--- config.mk ---
export PLATFORM = sky130hd
export DESIGN_NAME = pipe5_core
export DESIGN_NICKNAME = d
export VERILOG_FILES = /design/src/rtl/core_pkg.sv /design/src/rtl/core_regfile.sv /design/src/rtl/core_bypass.sv /design/src/rtl/pipe5_core.sv
export SDC_FILE = /design/constraint.sdc
export NUM_CORES = 1
export LEC_CHECK = 0
export ABC_AREA = 0
export CAP_MARGIN = 20
export CELL_PAD_IN_SITES_DETAIL_PLACEMENT = 0
export CELL_PAD_IN_SITES_GLOBAL_PLACEMENT = 1
export CORE_ASPECT_RATIO = 0.75
export CORE_MARGIN = 2
export CORE_UTILIZATION = 25
export CTS_CLUSTER_DIAMETER = 40
export DETAILED_ROUTE_END_ITERATION = 6
export GPL_ROUTABILITY_DRIVEN = 1
export MAX_ROUTING_LAYER = met4
export PLACE_DENSITY_LB_ADDON = 0.25
export SYNTH_ARGS = -nofsm -noshare
export SYNTH_HDL_FRONTEND = slang
export SYNTH_SLANG_ARGS = --single-unit
--- constraint.sdc ---
create_clock -name clk -period 1.4 [get_ports clk]
set_input_delay 0.35 -clock clk [delete_from_list [all_inputs] [get_ports clk]]
set_output_delay 0.35 -clock clk [all_outputs]
set_load 0.02 [all_outputs]
--- src/rtl/core_pkg.sv ---
package core_pkg;

  localparam int XLEN = 32;

  typedef enum logic [2:0] {
    ALU_ADD = 3'd0,
    ALU_SUB = 3'd1,
    ALU_AND = 3'd2,
    ALU_OR  = 3'd3,
    ALU_XOR = 3'd4
  } alu_op_e;

  typedef struct packed {
    logic    wr;        // writes a register
    logic    m2reg;     // register value comes from data memory
    logic    wmem;      // writes data memory
    logic    alusrc;    // second ALU operand is the immediate
    alu_op_e op;
    logic    use_rs;
    logic    use_rt;
    logic    rd_is_rt;  // destination field is bits 20:16
  } ctrl_t;

  function automatic logic [XLEN-1:0] alu_eval(alu_op_e op, logic [XLEN-1:0] a,
                                                logic [XLEN-1:0] b);
    case (op)
      ALU_SUB: return a - b;
      ALU_AND: return a & b;
      ALU_OR:  return a | b;
      ALU_XOR: return a ^ b;
      default: return a + b;
    endcase
  endfunction

  function automatic logic [XLEN-1:0] sext16(logic [15:0] v);
    return {{(XLEN-16){v[15]}}, v};
  endfunction

  function automatic ctrl_t decode(logic [31:0] inst);
    ctrl_t c;
    c = '0;
    c.op = ALU_ADD;
    case (inst[31:26])
      6'h00: begin
        c.use_rs = 1'b1;
        c.use_rt = 1'b1;
        c.wr     = 1'b1;
        case (inst[5:0])
          6'h20: c.op = ALU_ADD;
          6'h22: c.op = ALU_SUB;
          6'h24: c.op = ALU_AND;
          6'h25: c.op = ALU_OR;
          6'h26: c.op = ALU_XOR;
          default: c = '0;
        endcase
      end
      6'h23: begin
        c.wr = 1'b1; c.m2reg = 1'b1; c.alusrc = 1'b1;
        c.use_rs = 1'b1; c.rd_is_rt = 1'b1;
      end
      6'h2B: begin
        c.wmem = 1'b1; c.alusrc = 1'b1;
        c.use_rs = 1'b1; c.use_rt = 1'b1;
      end
      default: c = '0;
    endcase
    return c;
  endfunction

endpackage

--- src/rtl/core_regfile.sv ---
module core_regfile #(
  parameter int NREG = 32,
  localparam int RAW = $clog2(NREG)
) (
  input  logic                       clk,
  input  logic                       rst_n,
  input  logic                       we,
  input  logic [RAW-1:0]             wa,
  input  logic [core_pkg::XLEN-1:0]  wd,
  input  logic [RAW-1:0]             ra1,
  input  logic [RAW-1:0]             ra2,
  input  logic [RAW-1:0]             ra3,
  output logic [core_pkg::XLEN-1:0]  rd1,
  output logic [core_pkg::XLEN-1:0]  rd2,
  output logic [core_pkg::XLEN-1:0]  rd3
);
  logic [core_pkg::XLEN-1:0] regs [NREG];

  // Written on the falling edge so decode sees the value in the same cycle.
  always_ff @(negedge clk or negedge rst_n) begin
    if (!rst_n) begin
      for (int i = 0; i < NREG; i++) regs[i] <= '0;
    end else if (we && (wa != '0)) begin
      regs[wa] <= wd;
    end
  end

  assign rd1 = regs[ra1];
  assign rd2 = regs[ra2];
  assign rd3 = regs[ra3];

  // register 0 holds zero
  p_zero_reg_r9: assert property (@(posedge clk) disable iff (!rst_n)
    regs[0] == '0);

  // a value written this cycle is visible to the read ports by the next rising edge
  p_wb_visible_r5: assert property (@(posedge clk) disable iff (!rst_n)
    (we && (wa != '0) && (ra1 == wa)) |-> (rd1 == wd));

endmodule

--- src/rtl/core_bypass.sv ---
module core_bypass #(
  parameter int RAW = 5
) (
  input  logic                       clk,
  input  logic                       rst_n,
  input  logic [RAW-1:0]             src,
  input  logic [core_pkg::XLEN-1:0]  rf_val,
  input  logic                       ex_wr,
  input  logic                       ex_load,
  input  logic [RAW-1:0]             ex_rd,
  input  logic [core_pkg::XLEN-1:0]  ex_val,
  input  logic                       mem_wr,
  input  logic [RAW-1:0]             mem_rd,
  input  logic [core_pkg::XLEN-1:0]  mem_val,
  output logic [core_pkg::XLEN-1:0]  opnd,
  output logic                       load_hit
);
  logic ex_match, mem_match;

  assign ex_match  = ex_wr  && (ex_rd  != '0) && (ex_rd  == src);
  assign mem_match = mem_wr && (mem_rd != '0) && (mem_rd == src);

  always_comb begin
    load_hit = 1'b0;
    opnd     = rf_val;
    if (ex_match) begin
      if (ex_load) load_hit = 1'b1;
      else         opnd = ex_val;
    end else if (mem_match) begin
      opnd = mem_val;
    end
  end

  // a source of register 0 always yields zero
  p_bypass_zero_r9: assert property (@(posedge clk) disable iff (!rst_n)
    (src == '0) |-> (opnd == '0));

endmodule

--- src/rtl/pipe5_core.sv ---
module pipe5_core #(
  parameter int IMEM_AW = 6,
  parameter int DMEM_AW = 6,
  parameter int NREG    = 32,
  localparam int RAW        = $clog2(NREG),
  localparam int IMEM_WORDS = 1 << IMEM_AW,
  localparam int DMEM_WORDS = 1 << DMEM_AW
) (
  input  logic                       clk,
  input  logic                       rst_n,
  output logic [core_pkg::XLEN-1:0]  pc_o,
  input  logic [RAW-1:0]             dbg_addr,
  output logic [core_pkg::XLEN-1:0]  dbg_data
);
  import core_pkg::*;

  // Instruction and data stores, filled by the environment before reset release.
  logic [31:0]     imem [IMEM_WORDS];
  logic [XLEN-1:0] dmem [DMEM_WORDS];

  initial begin
    for (int i = 0; i < IMEM_WORDS; i++) imem[i] = '0;
    for (int i = 0; i < DMEM_WORDS; i++) dmem[i] = '0;
  end

  // ---------------- fetch ----------------
  logic [XLEN-1:0] pc_q;
  logic [31:0]     f_inst;
  logic            stall;

  assign f_inst = imem[pc_q[IMEM_AW+1:2]];
  assign pc_o   = pc_q;

  // ---------------- decode ----------------
  logic [31:0]     d_inst;
  ctrl_t           d_ctrl;
  logic [RAW-1:0]  d_rs, d_rt, d_rd;
  logic [XLEN-1:0] d_imm;
  logic [XLEN-1:0] rf_a, rf_b;
  logic [XLEN-1:0] d_opnd [2];
  logic            d_lhit [2];

  always_ff @(posedge clk or negedge rst_n) begin
    if (!rst_n) begin
      pc_q   <= '0;
      d_inst <= '0;
    end else if (!stall) begin
      pc_q   <= pc_q + XLEN'(4);
      d_inst <= f_inst;
    end
  end

  assign d_ctrl = decode(d_inst);
  assign d_rs   = RAW'(d_inst[25:21]);
  assign d_rt   = RAW'(d_inst[20:16]);
  assign d_rd   = d_ctrl.rd_is_rt ? d_rt : RAW'(d_inst[15:11]);
  assign d_imm  = sext16(d_inst[15:0]);

  // ---------------- later-stage state ----------------
  ctrl_t           e_ctrl;
  logic [XLEN-1:0] e_a, e_b, e_imm, e_bsrc, e_alu;
  logic [RAW-1:0]  e_rd;

  ctrl_t           m_ctrl;
  logic [XLEN-1:0] m_alu, m_sd, m_load, m_val;
  logic [RAW-1:0]  m_rd;
  logic [DMEM_AW-1:0] m_addr;

  logic            w_wr;
  logic [RAW-1:0]  w_rd;
  logic [XLEN-1:0] w_val;

  core_regfile #(.NREG(NREG)) u_rf (
    .clk(clk), .rst_n(rst_n),
    .we(w_wr), .wa(w_rd), .wd(w_val),
    .ra1(d_rs), .ra2(d_rt), .ra3(dbg_addr),
    .rd1(rf_a), .rd2(rf_b), .rd3(dbg_data)
  );

  // One bypass selector per source operand.
  generate
    for (genvar k = 0; k < 2; k++) begin : g_byp
      core_bypass #(.RAW(RAW)) u_byp (
        .clk(clk), .rst_n(rst_n),
        .src     (k == 0 ? d_rs : d_rt),
        .rf_val  (k == 0 ? rf_a : rf_b),
        .ex_wr   (e_ctrl.wr),
        .ex_load (e_ctrl.m2reg),
        .ex_rd   (e_rd),
        .ex_val  (e_alu),
        .mem_wr  (m_ctrl.wr),
        .mem_rd  (m_rd),
        .mem_val (m_val),
        .opnd    (d_opnd[k]),
        .load_hit(d_lhit[k])
      );
    end
  endgenerate

  assign stall = (d_lhit[0] && d_ctrl.use_rs) || (d_lhit[1] && d_ctrl.use_rt);

  // ---------------- decode -> execute ----------------
  always_ff @(posedge clk or negedge rst_n) begin
    if (!rst_n) begin
      e_ctrl <= '0;
      e_a <= '0; e_b <= '0; e_imm <= '0; e_rd <= '0;
    end else if (stall) begin
      e_ctrl <= '0;
      e_rd   <= '0;
    end else begin
      e_ctrl <= d_ctrl;
      e_a    <= d_opnd[0];
      e_b    <= d_opnd[1];
      e_imm  <= d_imm;
      e_rd   <= d_rd;
    end
  end

  assign e_bsrc = e_ctrl.alusrc ? e_imm : e_b;
  assign e_alu  = alu_eval(e_ctrl.op, e_a, e_bsrc);

  // ---------------- execute -> memory ----------------
  always_ff @(posedge clk or negedge rst_n) begin
    if (!rst_n) begin
      m_ctrl <= '0;
      m_alu <= '0; m_sd <= '0; m_rd <= '0;
    end else begin
      m_ctrl <= e_ctrl;
      m_alu  <= e_alu;
      m_sd   <= e_b;
      m_rd   <= e_rd;
    end
  end

  assign m_addr = m_alu[DMEM_AW+1:2];
  assign m_load = dmem[m_addr];
  assign m_val  = m_ctrl.m2reg ? m_load : m_alu;

  always @(posedge clk) begin
    if (rst_n && m_ctrl.wmem) dmem[m_addr] <= m_sd;
  end

  // ---------------- memory -> writeback ----------------
  always_ff @(posedge clk or negedge rst_n) begin
    if (!rst_n) begin
      w_wr <= 1'b0; w_rd <= '0; w_val <= '0;
    end else begin
      w_wr  <= m_ctrl.wr;
      w_rd  <= m_rd;
      w_val <= m_val;
    end
  end

  // ---------------- assertions ----------------
  // program counter steps by one word when not held
  p_pc_step_r1: assert property (@(posedge clk) disable iff (!rst_n)
    !stall |=> (pc_q == $past(pc_q) + XLEN'(4)));

  // a stall holds fetch and sends an empty slot into execute
  p_stall_hold_r8: assert property (@(posedge clk) disable iff (!rst_n)
    stall |=> ($stable(pc_q) && !e_ctrl.wr && !e_ctrl.wmem));

  // a load-use hold lasts a single cycle
  p_stall_single_r8: assert property (@(posedge clk) disable iff (!rst_n)
    stall |=> !stall);

  // subtraction result plus subtrahend restores the minuend
  p_sub_inverse_r2: assert property (@(posedge clk) disable iff (!rst_n)
    (e_ctrl.op == ALU_SUB) |-> ((e_alu + e_bsrc) == e_a));

  // a store in memory stage never carries a register write
  p_store_noreg_r7: assert property (@(posedge clk) disable iff (!rst_n)
    m_ctrl.wmem |-> !m_ctrl.wr);

endmodule

==> impl_metrics.json <==
{
  "outcome": "finished with violations",
  "failed_checks": "setup timing",
  "largest_reg_flops": 30,
  "starting_utilization_of_the_core_area_pct": 25.56,
  "combinational_family_with_the_most_area_after_synthesis": "simple AND/OR/NAND/NOR gates",
  "detail-route-antenna-nets": 0,
  "startpoint_types": "register",
  "clock-root-buffer": "clkbuf_8",
  "p_total_mw": 1.685,
  "period_minus_slack_ns": 1.439,
  "grt_setup_unrepaired": "yes",
  "crit-reg2reg-capture": "pc_o[31]",
  "worst_ep_arrival_time_ns": 1.60,
  "path_delay_family": "simple AND/OR/NAND/NOR gates",
  "post-route-cell-area_mm2": 0.002414,
  "port_buffers": 31,
  "numClockSinks": 30,
  "worstRegToRegCells": 6,
  "min_path_type": "input port to async pin",
  "ys_seq_area_share_pct": 46.95,
  "grt_antenna_before_repair": 0,
  "max-cap-violations": 0,
  "1st_pass_router_iterations": 5,
  "synth_ff_type": "dfrtp_1",
  "path_clk_slew_ns": 0.06,
  "post_route_cells_drive_above_1_share_pct": 44.44,
  "final_period_utilization_pct": 102.8,
  "netlist.top_cell.by_area": "dfrtp_1",
  "row_count": 25,
  "floorplan.io_pins": 71,
  "finalHoldViolCount": 0,
  "postSynthRegisterBits": 30,
  "setup-tns-final_ns": -0.08084,
  "critPathBufInv": 2,
  "end_kind": "register",
  "die_h_um": 73.26,
  "peakVddDrop_uv": 288.6,
  "synthesis.yosys.warnings": 0,
  "total_congestion_overflow": 0,
  "synth_compound_area_share_pct": 0,
  "setup_violations": 5,
  "detailedPlacementHpwl_um": 2473,
  "core_area_mm2": 0.006256,
  "total_number_of_vias": 1165,
  "num_antenna_cells": 0,
  "cts_htree_levels": 2,
  "cts_hold_buffers": 0,
  "wire_per_inst_um": 10.93,
  "synth_edf_count": 0,
  "die_area_mm2": 0.007059,
  "ys_types": 20,
  "num-nets-final": 232,
  "synth-adder-area-share_pct": 0.7825,
  "crit_end": "pc_o[31]",
  "crit_cells": 6,
  "p_leak_nw": 1.242,
  "synth.top_cells.by_area": "dfrtp_1, buf_4, xnor2_1",
  "cts-buffers-inserted": 5,
  "setup_slack_ns": -0.03891,
  "viasPerCell": 3.807,
  "place_congestion": 0.7259,
  "crit_path_max_incr_delay_ns": 0.40,
  "die_w_um": 96.35,
  "fmax_mhz": 695.0,
  "layout.cells.most_common_list": "buf_4, conb_1, xnor2_1",
  "grt_pass1_wl_um": 5313,
  "grt_start_max_net_pins": 31,
  "worst_reg2reg_startpoint": "pc_o[2]",
  "power.density_cell_area_mw_per_mm2": 698.1,
  "clock_latency_of_the_later_clocked_register_in_the_worst_skew_pair_ns": 0.27,
  "synthDominantCellAreaShare_pct": 46.95,
  "synthSimpleGateAreaFrac_pct": 19.80,
  "critical_path.max_fanout": 3,
  "synthXorXnorAreaFrac_pct": 15.34,
  "worstPathRequired_ns": 1.56,
  "postSynth.asyncResetShare_pct": 100.0,
  "wl_um": 3345,
  "worst_setup_path_startpoint": "pc_o[2]",
  "syn_area_mm2": 0.001599,
  "cell_count_after_synthesis": 146,
  "crit_type": "register to register",
  "drt_iter0_drc": 46,
  "tritoncts": "done",
  "syn2layout_area_growth_pct": 50.94,
  "synth.avg_cell_area_um2": 10.95,
  "drc": 0,
  "finalHoldWorstSlack_ns": 0.4366,
  "cp_cell_sequence": "buf_6 > nand4_1 > buf_6 > nor4b_4 > nand4_1 > xnor2_1",
  "finish.utilization_pct": 38.58,
  "layout_commonest_cell": "buf_4",
  "first_global_vias": 1101,
  "final_max_slew_viols": 0,
  "finClkSkew_ns": 0.002578,
  "r2r_slack_ns": -0.04,
  "clock_path_buffers": 2,
  "place_area_mm2": 0.002230,
  "post_synth_mux_area_share_pct": 0,
  "groute.usage.overall_pct": 10.42,
  "crit_slowest_cell": "dfrtp_2"
}
==> per-stage QoR <==
stage                     worst slack, ns  instances
final                            -0.03891        306
after global routing              -0.1496        306
after CTS                        -0.07270        304
after detailed placement         -0.05802        295
after global placement           -0.05521        295
after floorplan                  -0.09212        179
==> cell families (layout without fill, tap and decap cells) <==
kind of cell               count (synthesis)  count (layout)
xor gates and xnor gates                  28              28
and+or+nand+nor                           48              48
buffers and inverters                     38              84
DFF                                       30              30
other                                      1              34
adders and majority gates                  1               1
==> final cells by class <==
| class | count | area, um2 |
|---|---|---|
| Clock buffer | 8 | 90.09 |
| Inverter | 4 | 15.01 |
| Sequential cell | 30 | 770.7 |
| Fill cell | 640 | 3842 |
| Tap cell | 81 | 101.3 |
| Timing Repair Buffer | 72 | 581.8 |
| Multi-Input combinational cell | 111 | 854.6 |
==> worst register-to-register path, cell delays in order (launching register included) <==
cell and delay [ns]:
dfrtp_2 0.40, buf_6 0.11, nand4_1 0.11, buf_6 0.15, nor4b_4 0.26, nand4_1 0.14, xnor2_1 0.16
==> synthesized netlist by cell type (all sizes together) (4+ instances only) <==
| master | number |
|---|---|
| and3 | 4 |
| buf | 34 |
| dfrtp | 30 |
| inv | 4 |
| nand2 | 7 |
| nand3 | 8 |
| nand4 | 12 |
| nor2 | 8 |
| xnor2 | 22 |
| xor2 | 6 |
==> where the power goes <==
part           total, mW  switching, mW  leakage (nW)  internal (mW)
clock              0.712          0.312        0.0455          0.401
sequential         0.867              0         0.382          0.867
combinational      0.106         0.0979         0.815        0.00819
total               1.68          0.409          1.24           1.28
==> what timing repair did <==
item | in CTS | in global routing
buffers inserted | 1 | 2
pin swaps | 3 | 14
gates resized for setup | 58 | 42
setup endpoints to repair | 38 | 40
cloned | 0 | 0
endpoints found under the hold margin | 0 | 0
==> routing by layer <==
| metal | wire, um | vias up | track usage (%) |
|---|---|---|---|
| met5 | 0 | - | - |
| met4 | 13 | 0 | 2.347 |
| met3 | 184 | 2 | 3.795 |
| met2 | 1444 | 32 | 13.50 |
| met1 | 1703 | 555 | 15.34 |
| li1 | - | 576 | - |
==> how the worst min path moves through the flow <==
stage	to	startpoint	slack, ns	cells after the start
CTS	pc_o[11]	rst_n	0.43	2
global route	pc_o[11]	rst_n	0.44	2
global placement	pc_o[31]	pc_o[31]	0.49	1
finish	pc_o[15]	rst_n	0.44	2
floorplan	pc_o[10]	rst_n	0.05	0
detailed placement	pc_o[31]	pc_o[31]	0.47	1
Power figures use the tool's default switching activity.
